==> src/rtl/dbg_pkg.sv <==
package dbg_pkg;
    localparam int IDX_W    = 3;
    localparam int IDX_STS  = 6;
    localparam int IDX_CTL  = 7;
    localparam int TYPE_LSB = 16;

    typedef enum logic [1:0] {
        KIND_EXEC  = 2'b00,
        KIND_WRITE = 2'b01,
        KIND_IO    = 2'b10,
        KIND_ACCESS= 2'b11
    } bp_kind_e;

    function automatic logic is_alias_idx(input logic [IDX_W-1:0] idx);
        return idx == 3'd4 || idx == 3'd5;
    endfunction
endpackage

==> src/rtl/dbg_idx_resolve.sv <==
module dbg_idx_resolve
    import dbg_pkg::*;
(
    input  logic [IDX_W-1:0] idx_in,
    input  logic             any_access,
    input  logic             ext_mode,
    output logic [IDX_W-1:0] idx_eff,
    output logic             alias_fault
);
    logic aliased;

    always_comb begin
        aliased     = is_alias_idx(idx_in);
        alias_fault = any_access && aliased && ext_mode;
        if (aliased && !ext_mode) idx_eff = idx_in + IDX_W'(2);
        else                      idx_eff = idx_in;
    end
endmodule

==> src/rtl/dbg_ctl_decode.sv <==
module dbg_ctl_decode
    import dbg_pkg::*;
#(
    parameter int XLEN      = 64,
    parameter int NUM_SLOTS = 4
) (
    input  logic [XLEN-1:0]      ctl,
    output logic [NUM_SLOTS-1:0] slot_en,
    output logic [NUM_SLOTS-1:0] slot_io,
    output logic                 io_any
);
    for (genvar s = 0; s < NUM_SLOTS; s++) begin : g_slot
        localparam int EN_LSB = 2 * s;
        localparam int TY_LSB = TYPE_LSB + 4 * s;
        bp_kind_e kind;
        always_comb begin
            kind       = bp_kind_e'(ctl[TY_LSB +: 2]);
            slot_en[s] = |ctl[EN_LSB +: 2];
            slot_io[s] = (kind == KIND_IO);
        end
    end

    assign io_any = |(slot_en & slot_io);
endmodule

==> src/rtl/dbg_reg_port.sv <==
module dbg_reg_port
    import dbg_pkg::*;
#(
    parameter int              XLEN      = 64,
    parameter int              NUM_SLOTS = 4,
    parameter logic [XLEN-1:0] STS_ONES  = XLEN'(32'hFFFF_0FF0),
    parameter logic [XLEN-1:0] CTL_ONES  = XLEN'(32'h0000_0400),
    parameter logic [XLEN-1:0] RSVD_MASK = {{(XLEN-32){1'b1}}, 32'h0}
) (
    input  logic                      clk,
    input  logic                      rst_n,
    input  logic [2:0]                acc_idx,
    input  logic                      acc_wr,
    input  logic                      acc_rd,
    input  logic [XLEN-1:0]           acc_wdata,
    input  logic                      ext_mode,
    output logic [XLEN-1:0]           acc_rdata,
    output logic                      fault_ud,
    output logic                      fault_gp,
    output logic [15:0]               gp_code,
    output logic [XLEN-1:0]           ctl_out,
    output logic [XLEN-1:0]           sts_out,
    output logic [NUM_SLOTS*XLEN-1:0] addr_out,
    output logic [NUM_SLOTS-1:0]      rearm,
    output logic                      io_bp_active
);
    typedef struct packed {
        logic [NUM_SLOTS-1:0][XLEN-1:0] addr;
        logic [XLEN-1:0]                sts;
        logic [XLEN-1:0]                ctl;
        logic                           ud;
        logic                           gp;
        logic [NUM_SLOTS-1:0]           rearm;
        logic                           io_act;
    } port_state_t;

    port_state_t st_d, st_q;

    logic [IDX_W-1:0]     idx_eff;
    logic                 alias_fault;
    logic [NUM_SLOTS-1:0] en_cur, io_cur, en_new, io_new;
    logic                 io_any_cur, io_any_new;
    logic [XLEN-1:0]      ctl_cand;
    logic                 rsvd_hit;

    dbg_idx_resolve u_resolve (
        .idx_in     (acc_idx),
        .any_access (acc_wr || acc_rd),
        .ext_mode   (ext_mode),
        .idx_eff    (idx_eff),
        .alias_fault(alias_fault)
    );

    dbg_ctl_decode #(.XLEN(XLEN), .NUM_SLOTS(NUM_SLOTS)) u_dec_cur (
        .ctl    (st_q.ctl),
        .slot_en(en_cur),
        .slot_io(io_cur),
        .io_any (io_any_cur)
    );

    assign ctl_cand = acc_wdata | CTL_ONES;
    assign rsvd_hit = |(acc_wdata & RSVD_MASK);

    dbg_ctl_decode #(.XLEN(XLEN), .NUM_SLOTS(NUM_SLOTS)) u_dec_new (
        .ctl    (ctl_cand),
        .slot_en(en_new),
        .slot_io(io_new),
        .io_any (io_any_new)
    );

    always_comb begin
        st_d       = st_q;
        st_d.ud    = 1'b0;
        st_d.gp    = 1'b0;
        st_d.rearm = '0;
        if (alias_fault) begin
            st_d.ud = 1'b1;
        end else if (acc_wr) begin
            for (int s = 0; s < NUM_SLOTS; s++) begin
                if (idx_eff == IDX_W'(s)) begin
                    st_d.addr[s]  = acc_wdata;
                    st_d.rearm[s] = en_cur[s] && !io_cur[s];
                end
            end
            if (idx_eff == IDX_W'(IDX_STS) || idx_eff == IDX_W'(IDX_CTL)) begin
                if (rsvd_hit) begin
                    st_d.gp = 1'b1;
                end else if (idx_eff == IDX_W'(IDX_STS)) begin
                    st_d.sts = acc_wdata | STS_ONES;
                end else begin
                    st_d.ctl    = ctl_cand;
                    st_d.io_act = io_any_new;
                end
            end
        end
    end

    always_ff @(posedge clk) begin
        if (!rst_n) begin
            st_q.addr   <= '0;
            st_q.sts    <= STS_ONES;
            st_q.ctl    <= CTL_ONES;
            st_q.ud     <= 1'b0;
            st_q.gp     <= 1'b0;
            st_q.rearm  <= '0;
            st_q.io_act <= 1'b0;
        end else begin
            st_q <= st_d;
        end
    end

    always_comb begin
        acc_rdata = '0;
        if (acc_rd && !alias_fault) begin
            for (int s = 0; s < NUM_SLOTS; s++)
                if (idx_eff == IDX_W'(s)) acc_rdata = st_q.addr[s];
            if (idx_eff == IDX_W'(IDX_STS)) acc_rdata = st_q.sts;
            if (idx_eff == IDX_W'(IDX_CTL)) acc_rdata = st_q.ctl;
        end
    end

    assign fault_ud     = st_q.ud;
    assign fault_gp     = st_q.gp;
    assign gp_code      = 16'h0000;
    assign ctl_out      = st_q.ctl;
    assign sts_out      = st_q.sts;
    assign addr_out     = st_q.addr;
    assign rearm        = st_q.rearm;
    assign io_bp_active = st_q.io_act;

    AST_UD_CAUSE: assert property (@(posedge clk) disable iff (!rst_n)
        fault_ud |-> $past((acc_wr || acc_rd) && is_alias_idx(acc_idx) && ext_mode));
    AST_UD_FROZEN: assert property (@(posedge clk) disable iff (!rst_n)
        fault_ud |-> ($stable(ctl_out) && $stable(sts_out) && $stable(addr_out)));
    AST_GP_FROZEN: assert property (@(posedge clk) disable iff (!rst_n)
        fault_gp |-> ($stable(ctl_out) && $stable(sts_out) && gp_code == 16'h0));
    AST_STS_ONES: assert property (@(posedge clk) disable iff (!rst_n)
        (sts_out & STS_ONES) == STS_ONES);
    AST_CTL_ONES: assert property (@(posedge clk) disable iff (!rst_n)
        (ctl_out & CTL_ONES) == CTL_ONES);
    AST_REARM_SINGLE: assert property (@(posedge clk) disable iff (!rst_n)
        $onehot0(rearm));
    AST_IO_TRACKS_CTL: assert property (@(posedge clk) disable iff (!rst_n)
        $changed(ctl_out) |-> (io_bp_active == io_any_cur));
    AST_FAULT_EXCL: assert property (@(posedge clk) disable iff (!rst_n)
        !(fault_ud && fault_gp));
endmodule

==> config.mk <==
export PLATFORM = sky130hd
export DESIGN_NAME = dbg_reg_port
export DESIGN_NICKNAME = d
export VERILOG_FILES = /design/src/rtl/dbg_pkg.sv /design/src/rtl/dbg_idx_resolve.sv /design/src/rtl/dbg_ctl_decode.sv /design/src/rtl/dbg_reg_port.sv
export SDC_FILE = /design/constraint.sdc
export NUM_CORES = 1
export LEC_CHECK = 0
export BUFFER_PORTS_ARGS = -buffer_cell sky130_fd_sc_hd__buf_2
export CELL_PAD_IN_SITES_DETAIL_PLACEMENT = 1
export CELL_PAD_IN_SITES_GLOBAL_PLACEMENT = 1
export CORE_ASPECT_RATIO = 0.5
export CORE_MARGIN = 2
export CORE_UTILIZATION = 39
export DETAILED_ROUTE_END_ITERATION = 8
export PLACE_DENSITY_LB_ADDON = 0.1
export RECOVER_POWER = 100
export SYNTH_ARGS = -nofsm -noshare
export SYNTH_HDL_FRONTEND = slang
export SYNTH_SLANG_ARGS = --single-unit
==> constraint.sdc <==
create_clock -name clk -period 4.33 [get_ports clk]
set_input_delay 0.433 -clock clk [delete_from_list [all_inputs] [get_ports clk]]
set_output_delay 0.433 -clock clk [all_outputs]
set_load 0.05 [all_outputs]
Yosys cells after proc, flatten, opt, wreduce, memory -nomap -nowiden
Index checks and enable logic that the tools add are counted.
Widths: inputs -> output; s select.
{"block": "totals", "reg_bits": 366, "in_bits": 72, "output_inout_bits": 471, "word_cells": 89}
{"block": "classes", "add_sub_neg": 1, "n_eq_ne": 15, "mux": 10, "bitwise": 11, "n_reduce_logical": 39}
{"cell": "$mux 64", "n": 7}
{"cell": "$reduce_or 32->1", "n": 1}
{"cell": "$reduce_or 4->1", "n": 6}
{"cell": "$eq 2x2->1 const B", "n": 8}
{"cell": "$reduce_or 2->1", "n": 8}
{"cell": "$eq 3x3->1 const B", "n": 4}
{"cell": "$reduce_and 3->1", "n": 4}
{"cell": "$not 1->1", "n": 10}
{"cell": "$reduce_and 5->1", "n": 2}
{"cell": "$logic_and 1x1->1", "n": 8}
{"cell": "$eq 3x2->1 const B", "n": 2}
{"cell": "$logic_not 1->1", "n": 6}
{"cell": "$and 4x4->4", "n": 1}
{"cell": "$add 3x2->3 const B", "n": 1}
{"cell": "$eq 3x1->1 const B", "n": 1}
{"cell": "$logic_not 3->1", "n": 1}
{"cell": "$logic_or 1x1->1", "n": 3}
{"cell": "$mux 3", "n": 1}
{"cell": "$mux 1", "n": 2}

Logic depth before layout (Yosys ltp)
Gate-level depths: netlist of run 1.
{"block": "depth", "depth_word": 12, "mapped_depth": 7, "ltp_nobuf": 4}

Cells and area by module
Synthesis of run 1 repeated with hierarchy kept, for this count alone.
{"block": "unflattened", "cells_unflattened": 2027, "hier_area_um2": 15831.4}
{"module": "dbg_reg_port", "instances": 1, "cells_each": 2000, "area_each_um2": 15616.2, "seq_area_each_um2": 7327.0}
{"module": "dbg_ctl_decode", "instances": 2, "cells_each": 11, "area_each_um2": 91.3, "seq_area_each_um2": 0.0}
{"module": "dbg_idx_resolve", "instances": 1, "cells_each": 5, "area_each_um2": 32.5, "seq_area_each_um2": 0.0}

Worst setup path after synthesis of run 1
No wires, ideal clock.
{"block": "synth_timing", "kind": "input -> output", "startpoint": "input port acc_idx[1]", "endpoint": "output port acc_rdata[11]", "arrival_time_ps": 2528, "required_ps": 3897, "slack_ps": 1369, "path_stages": 7, "path_buffers": 3, "cell_sequence": "buf_2 -> nor2b_1 -> buf_2 -> buf_1 -> o2bb2ai_1 -> a221oi_1 -> nor3_1"}
{"block": "synth_via", "elab_chain_cells": 12, "word_cells_on_any_way": 23, "classes_between": "add/sub: 1; eq/ne: 7; mux: 8; reduce/logical: 7"}
{"element": "from (decl)", "line": "dbg_reg_port.sv:12", "rtl": "input logic [2:0] acc_idx,"}
{"element": "branches (longest 11 deep; another with $add 3x2->3)"}
{"element": "$mux 64 (*)", "line": "dbg_reg_port.sv:114", "rtl": "if (acc_rd && !alias_fault) begin"}
{"element": "to (decl)", "line": "dbg_reg_port.sv:17", "rtl": "output logic [XLEN-1:0] acc_rdata,"}
Every way passes the cells marked *.

Worst setup path in the final report of run 1
{"block": "layout_timing", "startpoint": "input port acc_idx[1]", "endpoint": "output port acc_rdata[0]"}
The elaborated chain is that of the path after synthesis.

==> results of run 1 <==
[routing by layer]
metal	track usage [%]	vias to the layer above
li1	-	7218
met5	0	-
met1	38.5	7974
met4	10.2	0
met2	52.5	455
met3	4.45	110
[cells by family (layout without fill, tap and decap cells)]
family	after synthesis	in the layout	share of synthesized area [%]
other cells	2	44	0.0479
mux	144	144	9.52
buf+inv	206	600	6.16
compound gates	393	393	16.0
simple gates	782	782	21.5
flops	366	366	46.8
[registers in the layout (all words and copies together) (netlist names)]
name	flops
addr_out	256
ctl_out	63
fault_gp	1
fault_ud	1
io_bp_active	1
rearm	4
sts_out	40
[cells in the final DEF, fill, tap and decap left out, drive strengths merged, types with 2 or more instances in the layout]
master,n
nor2b,3
nor2,70
o2bb2ai,64
a222oi,40
nand2,586
o22ai,4
nor3,29
diode,3
a221oi,24
nor3b,5
and3,33
buf,112
nand4,4
dfxtp,366
nor4,10
conb,41
nand2b,2
bufinv,3
inv,9
and2,33
and4,2
clkinv,2
a21oi,256
mux2,40
mux2i,104
clkbuf,474
nand3,3
[metrics by stage]
step,area [um^2],power [mW],hold slack (ps)
2_1_floorplan,15800,4.15,569
3_3_place_gp,18400,4.42,441
3_5_place_dp,18400,4.43,455
4_1_cts,19600,7.69,163
5_1_grt,19000,7.87,177
6_report,19000,7.63,183
[cell type report]
type	instances	area share, %
Multi-Input combinational cell	1360	39.7
Sequential cell	366	38.5
Timing Repair Buffer	531	11.8
Clock buffer	55	5.65
Tap cell	530	3.49
Clock inverter	7	0.619
Inverter	7	0.178
Antenna cell	3	0.0395
[worst min-delay path by stage]
stage / startpoint / to / depth (start not counted)
after floorplan: acc_wdata[0] / addr_out[192]$_SDFFE_PN0P_ / 2
after global placement: io_bp_active$_SDFFE_PN0P_ / io_bp_active$_SDFFE_PN0P_ / 2
after detailed placement: io_bp_active$_SDFFE_PN0P_ / io_bp_active$_SDFFE_PN0P_ / 2
after CTS: acc_wdata[1] / addr_out[65]$_SDFFE_PN0P_ / 3
after global routing: acc_wdata[44] / addr_out[108]$_SDFFE_PN0P_ / 3
final: acc_wdata[44] / addr_out[44]$_SDFFE_PN0P_ / 3
[worst max-delay path: cells and delay by family]
kind	cells	cell delay [ps]
AOI/OAI and AO/OA	1	170
and+or+nand+nor	2	1150
buffers and inverters	3	1500
[power breakdown]
| part | switching [mW] | internal [mW] |
|---|---|---|
| combinational | 0.722 | 0.158 |
| clock | 1.40 | 1.89 |
| sequential | 0.0436 | 3.42 |
==> out/summary.txt, run 1 <==
outcome: complete, but fails checks
violated checks: capacitance limit, slew limit
Leak: 6.78 nW
commonest register cell after synthesis: dfxtp_1
post-route clock skew: 22.0 ps
number of antenna violations at the first check in global routing: 3
global-route usage over all layers: 30.3%
pins over their slew limit: 193
most common cell in the netlist: nand2_1
post-CTS repair timing setup buffer count: 0
wire length of the first global-routing pass: 98.8 mm
Tmin final: 3740 ps
maximum buffer depth of the clock tree: 3
count of cell types in the netlist: 39
starting density of the core: 39.9%
share of async-settable or async-resettable flops after synthesis: 0%
depth of the worst register-to-register path: 3
share of synthesized area occupied by flip-flops and latches: 46.8%
portion of the clock cycle consumed by the worst path in the final layout: 86.5%
Placed Cells: 2794
required time of the critical path: 3900 ps
highest layer used for signal routing: met4
ranking of synthesized cells by instance count: 586 x nand2_1, 366 x dfxtp_1, 256 x a21oi_1, 123 x clkbuf_1, 104 x mux2i_1
hold-fix buffer count after cts: 0
full die area: 41900 um^2
worst slew slack as a fraction of its limit: -56.4%
met1 routed wirelength after detailed routing: 28.0 mm
routability congestion estimate: 0.831
count of mapped cells out of synthesis: 1893
cell at the root of the clock tree: clkbuf_16
number of maximum-capacitance violations: 6
Placeable Area: 39200 um^2
element type at the critical path start: input port
die width: 287 um
total number of vias: 15757
cell with the largest stage delay on the worst path: and3b_1
top-level I/O count: 543
fin nets: 2374
Hold Vio Cnt, Final: 0
CP startpoint: acc_idx[1]
proportion of layout cells with a drive suffix above 1: 9.72%
netlist area before placement: 15700 um^2
number of global-route vias before repair: 15646
Post-Synthesis Mean Instance Area: 8.28 um^2
Setup violations, final: 0
CTS buffer count: 36
final core area utilization: 48.5%
die span in y: 146 um
later-pin clock latency in the skew report: 540 ps
HP Class: input port to register
number of remaining DRC errors: 0
final-layout setup total negative slack: 0 ps
yosys warns: 0
average vias per placed instance: 5.51
number of nets with antenna violations after routing: 0
Reg-to-Reg End: rearm[2]$_SDFF_PP0_
Remaining Overflow, GRT: 0
transition at the pin with the smallest max-transition slack: 2330 ps
drt first pass iters: 8
clock sink count: 366
layout-stage area growth over the synthesis result: 21.3%
count of routing violations after the opening detailed-route iteration: 993
power density relative to cell area: 401 nW/um^2
pre-CTS setup slack: 1100 ps
total of buffers placed on input and output ports: 501
crit path setup slack, layout: 586 ps
clock-pin transition on the worst setup and hold timing paths: 60 ps
crit end category: output pin
met3 routed WL: 3.24 mm
Synth area leader: dfxtp_1
area of all sequential standard cells: 7330 um^2
drt total wl: 66.1 mm
Wirelength per Cell: 23.1 um
met2 wire len: 32.9 mm
fraction of synthesized cell area taken by the top area cell type: 46.8%
ordered cell list for the critical path: buf_4, and3b_1, buf_4, a222oi_1, nor2_1, clkbuf_1
data arrival time at the worst-slack endpoint: 3310 ps
number of synthesized register bits: 366
number of enable-type register cells in the synthesized netlist: 0
number of rows created at floorplan: 51
maximum frequency from static timing analysis: 267 MHz
most frequent cell on the critical path: buf_4
pin count of the biggest net entering global routing: 158
final instance count without filler cells: 2859
Multi-input gate area: 7540 um^2
largest cells by area after synthesis: dfxtp_1 47%, nand2_1 14%, a21oi_1 8.2%
# fillers: 5017
setup repair after global routing missed its margin: no
R2R setup slack: 3370 ps
capturing element of the worst setup path: acc_rdata[0]
critical path class: input port to output pin
clock tree from TritonCTS: built
H-tree lvl count: 2
reg2reg start: ctl_out[25]$_SDFFE_PN0P_
peak per-stage delay on the critical path: 1020 ps
number of cells upsized or downsized after cts: 0
Max Fanout on Critical Path: 37
Post-DP HPWL: 43.7 mm
VDD IR-drop max: 0.222 mV
Power figures use the tool's default switching activity.
==> run 2: changes to the inputs <==
- CELL_PAD_IN_SITES_DETAIL_PLACEMENT: 1 -> default
- CELL_PAD_IN_SITES_GLOBAL_PLACEMENT: 1 -> default
- CORE_AREA: default -> 2 2 213 215
- CORE_ASPECT_RATIO: 0.5 -> default
- CORE_MARGIN: 2 -> default
- CORE_UTILIZATION: 39 -> default
- DIE_AREA: default -> 0 0 215 217
- PLACE_DENSITY_LB_ADDON: 0.1 -> default
==> out/summary.txt, run 2 (synthesized netlist as in run 1, its figures left out) <==
outcome: complete, but fails checks
setup repair after global routing missed its margin: no
launch instance of the worst min-delay path: acc_wdata[10]
critical path class: input port to output pin
flip-flop count of the largest register after layout: 256 (unchanged)
count of routing violations after the opening detailed-route iteration: 1515 (+53%)
post-route clock skew: 16.7 ps (-5.34 ps)
top-level I/O count: 543 (unchanged)
CP startpoint: acc_idx[0]
worst slew slack as a fraction of its limit: -117% (-61 points)
pins over their slew limit: 261 (+35%)
number of rows created at floorplan: 78 (+53%)
drt first pass iters: 6 (-2)
transition at the pin with the smallest max-transition slack: 3260 ps (+934 ps)
violated checks: capacitance limit, slew limit
fin nets: 2380 (+0.25%)
number of antenna violations at the first check in global routing: 3 (unchanged)
Max Fanout on Critical Path: 38 (+2.7%)
average vias per placed instance: 5.36 (-2.8%)
highest layer used for signal routing: met4
drt total wl: 63.9 mm (-3.4%)
Placed Cells: 2865 (+2.5%)
routability congestion estimate: 0.869 (+4.6%)
most frequent cells in the layout: 584 x nand2_1, 428 x clkbuf_1, 366 x dfxtp_1
Setup violations, final: 0 (unchanged)
CTS buffer count: 41 (+14%)
pin count of the biggest net entering global routing: 138 (-13%)
later-pin clock latency in the skew report: 550 ps (about the same)
required time of the critical path: 3900 ps (about the same)
cell area after placement: 18500 um^2 (+0.48%)
final instance count without filler cells: 2941 (+2.9%)
data arrival time at the worst-slack endpoint: 3280 ps (-30 ps)
most common library cell in the layout ignoring fill and taps: nand2_1
Wirelength per Cell: 21.7 um (-6.1%)
reg2reg start: ctl_out[6]$_SDFFE_PN0P_
clock tree from TritonCTS: built
post-CTS repair timing setup buffer count: 0 (unchanged)
wire length of the first global-routing pass: 94.6 mm (-4.2%)
global-route usage over all layers: 26.1% (-4.1 points)
power density relative to cell area: 413 nW/um^2 (+2.9%)
H-tree lvl count: 2 (unchanged)
number of remaining DRC errors: 0 (unchanged)
crit end category: output pin
# fillers: 4748 (-5.4%)
hold-fix buffer count after cts: 0 (unchanged)
cell with the largest stage delay on the worst path: and3b_1
clock sink count: 366 (unchanged)
met3 routed WL: 5.45 mm (+68%)
final instance area: 19300 um^2 (+1.7%)
Post-DP HPWL: 42.8 mm (-2.0%)
total of buffers placed on input and output ports: 501 (unchanged)
Tmin final: 3710 ps (-29.7 ps)
number of cells upsized or downsized after cts: 0 (unchanged)
ordered cell list for the critical path: buf_4, and3b_1, buf_4, a222oi_1, nor2_1, clkbuf_1
Hold Vio Cnt, Final: 0 (unchanged)
maximum buffer depth of the clock tree: 3 (unchanged)
number of global-route vias before repair: 15032 (-3.9%)
maximum frequency from static timing analysis: 269 MHz (+0.80%)
total chip power: 7.98 mW (+4.7%)
layout-stage area growth over the synthesis result: 23.4%
die width: 215 um (-25%)
full die area: 46700 um^2 (+11%)
die span in y: 217 um (+49%)
cell at the root of the clock tree: clkbuf_16
portion of the clock cycle consumed by the worst path in the final layout: 85.8% (-0.69 points)
starting density of the core: 35.1% (-4.9 points)
element type at the critical path start: input port
final-layout setup total negative slack: 0 ps (unchanged)
proportion of layout cells with a drive suffix above 1: 10.2% (+0.51 points)
Placeable Area: 44700 um^2 (+14%)
most frequent cell on the critical path: buf_4
Remaining Overflow, GRT: 0 (unchanged)
HP Class: input port to register
met1 routed wirelength after detailed routing: 26.0 mm (-7.0%)
clock-pin transition on the worst setup and hold timing paths: 60 ps (about the same)
number of nets with antenna violations after routing: 0 (unchanged)
total number of vias: 15762 (+0.032%)
peak per-stage delay on the critical path: 990 ps (-30 ps)
Leak: 6.90 nW (+1.7%)
number of maximum-capacitance violations: 5 (-1)
met2 wire len: 30.5 mm (-7.4%)
VDD IR-drop max: 0.200 mV (-10%)
[run 2: cell count changes in the layout (fill, tap and decap cells not counted), sizes merged]
cell	previous run	this run
clkbuf	474	482
inv	9	6
buf	112	107
diode	3	4
clkinv	2	10
bufinv	3	6
[run 2: area by class of cell]
class	count	area (um^2)	share of cell area [%]
Tap cell	600	751	3.88
Inverter	7	35.0	0.181
Clock buffer	57	1170	6.03
Timing Repair Buffer	532	2240	11.6
Antenna cell	4	10.0	0.0517
Sequential cell	366	7330	37.9
Clock inverter	15	225	1.16
Multi-Input combinational cell	1360	7590	39.2
[run 2: path summary, 6_finish.rpt]
check,endpoint,slack (ps),cells after the start
worst min-delay path,addr_out[74]$_SDFFE_PN0P_,170,3
worst max-delay path,acc_rdata[63],620,6
worst max register to register,rearm[3]$_SDFF_PP0_,3270,2
worst min register to register,io_bp_active$_SDFFE_PN0P_,460,2
[run 2: through the flow]
| step | hold WS (ps) | utilization (%) | setup slack, ps |
|---|---|---|---|
| floorplan | 569 | - | 1370 |
| global placement | 442 | 41.4 | 1130 |
| detailed placement | 448 | 41.4 | 1070 |
| CTS | 136 | 44.6 | 1070 |
| global route | 149 | 43.3 | 509 |
| finish | 167 | 43.3 | 616 |
[run 2: worst max-delay path, delay by kind of cell]
kind / cells / cell delay (ps)
compound gates: 1 / 170
buf+inv: 3 / 1470
simple gates: 2 / 1160
[run 2: power by group]
part | internal [mW] | leakage, nW | switching, mW | total [mW]
Sequential | 3.42 | 2.96 | 0.0459 | 3.46
Combinational | 0.159 | 3.25 | 0.714 | 0.873
Clock | 2.23 | 0.692 | 1.41 | 3.64
Total | 5.81 | 6.90 | 2.17 | 7.98
[run 2: per-layer routing]
layer | global-route usage [%] | vias up
met4 | 10.2 | 0
met3 | 5.77 | 117
li1 | - | 7250
met1 | 33.1 | 7609
met5 | 0 | -
met2 | 43.4 | 786
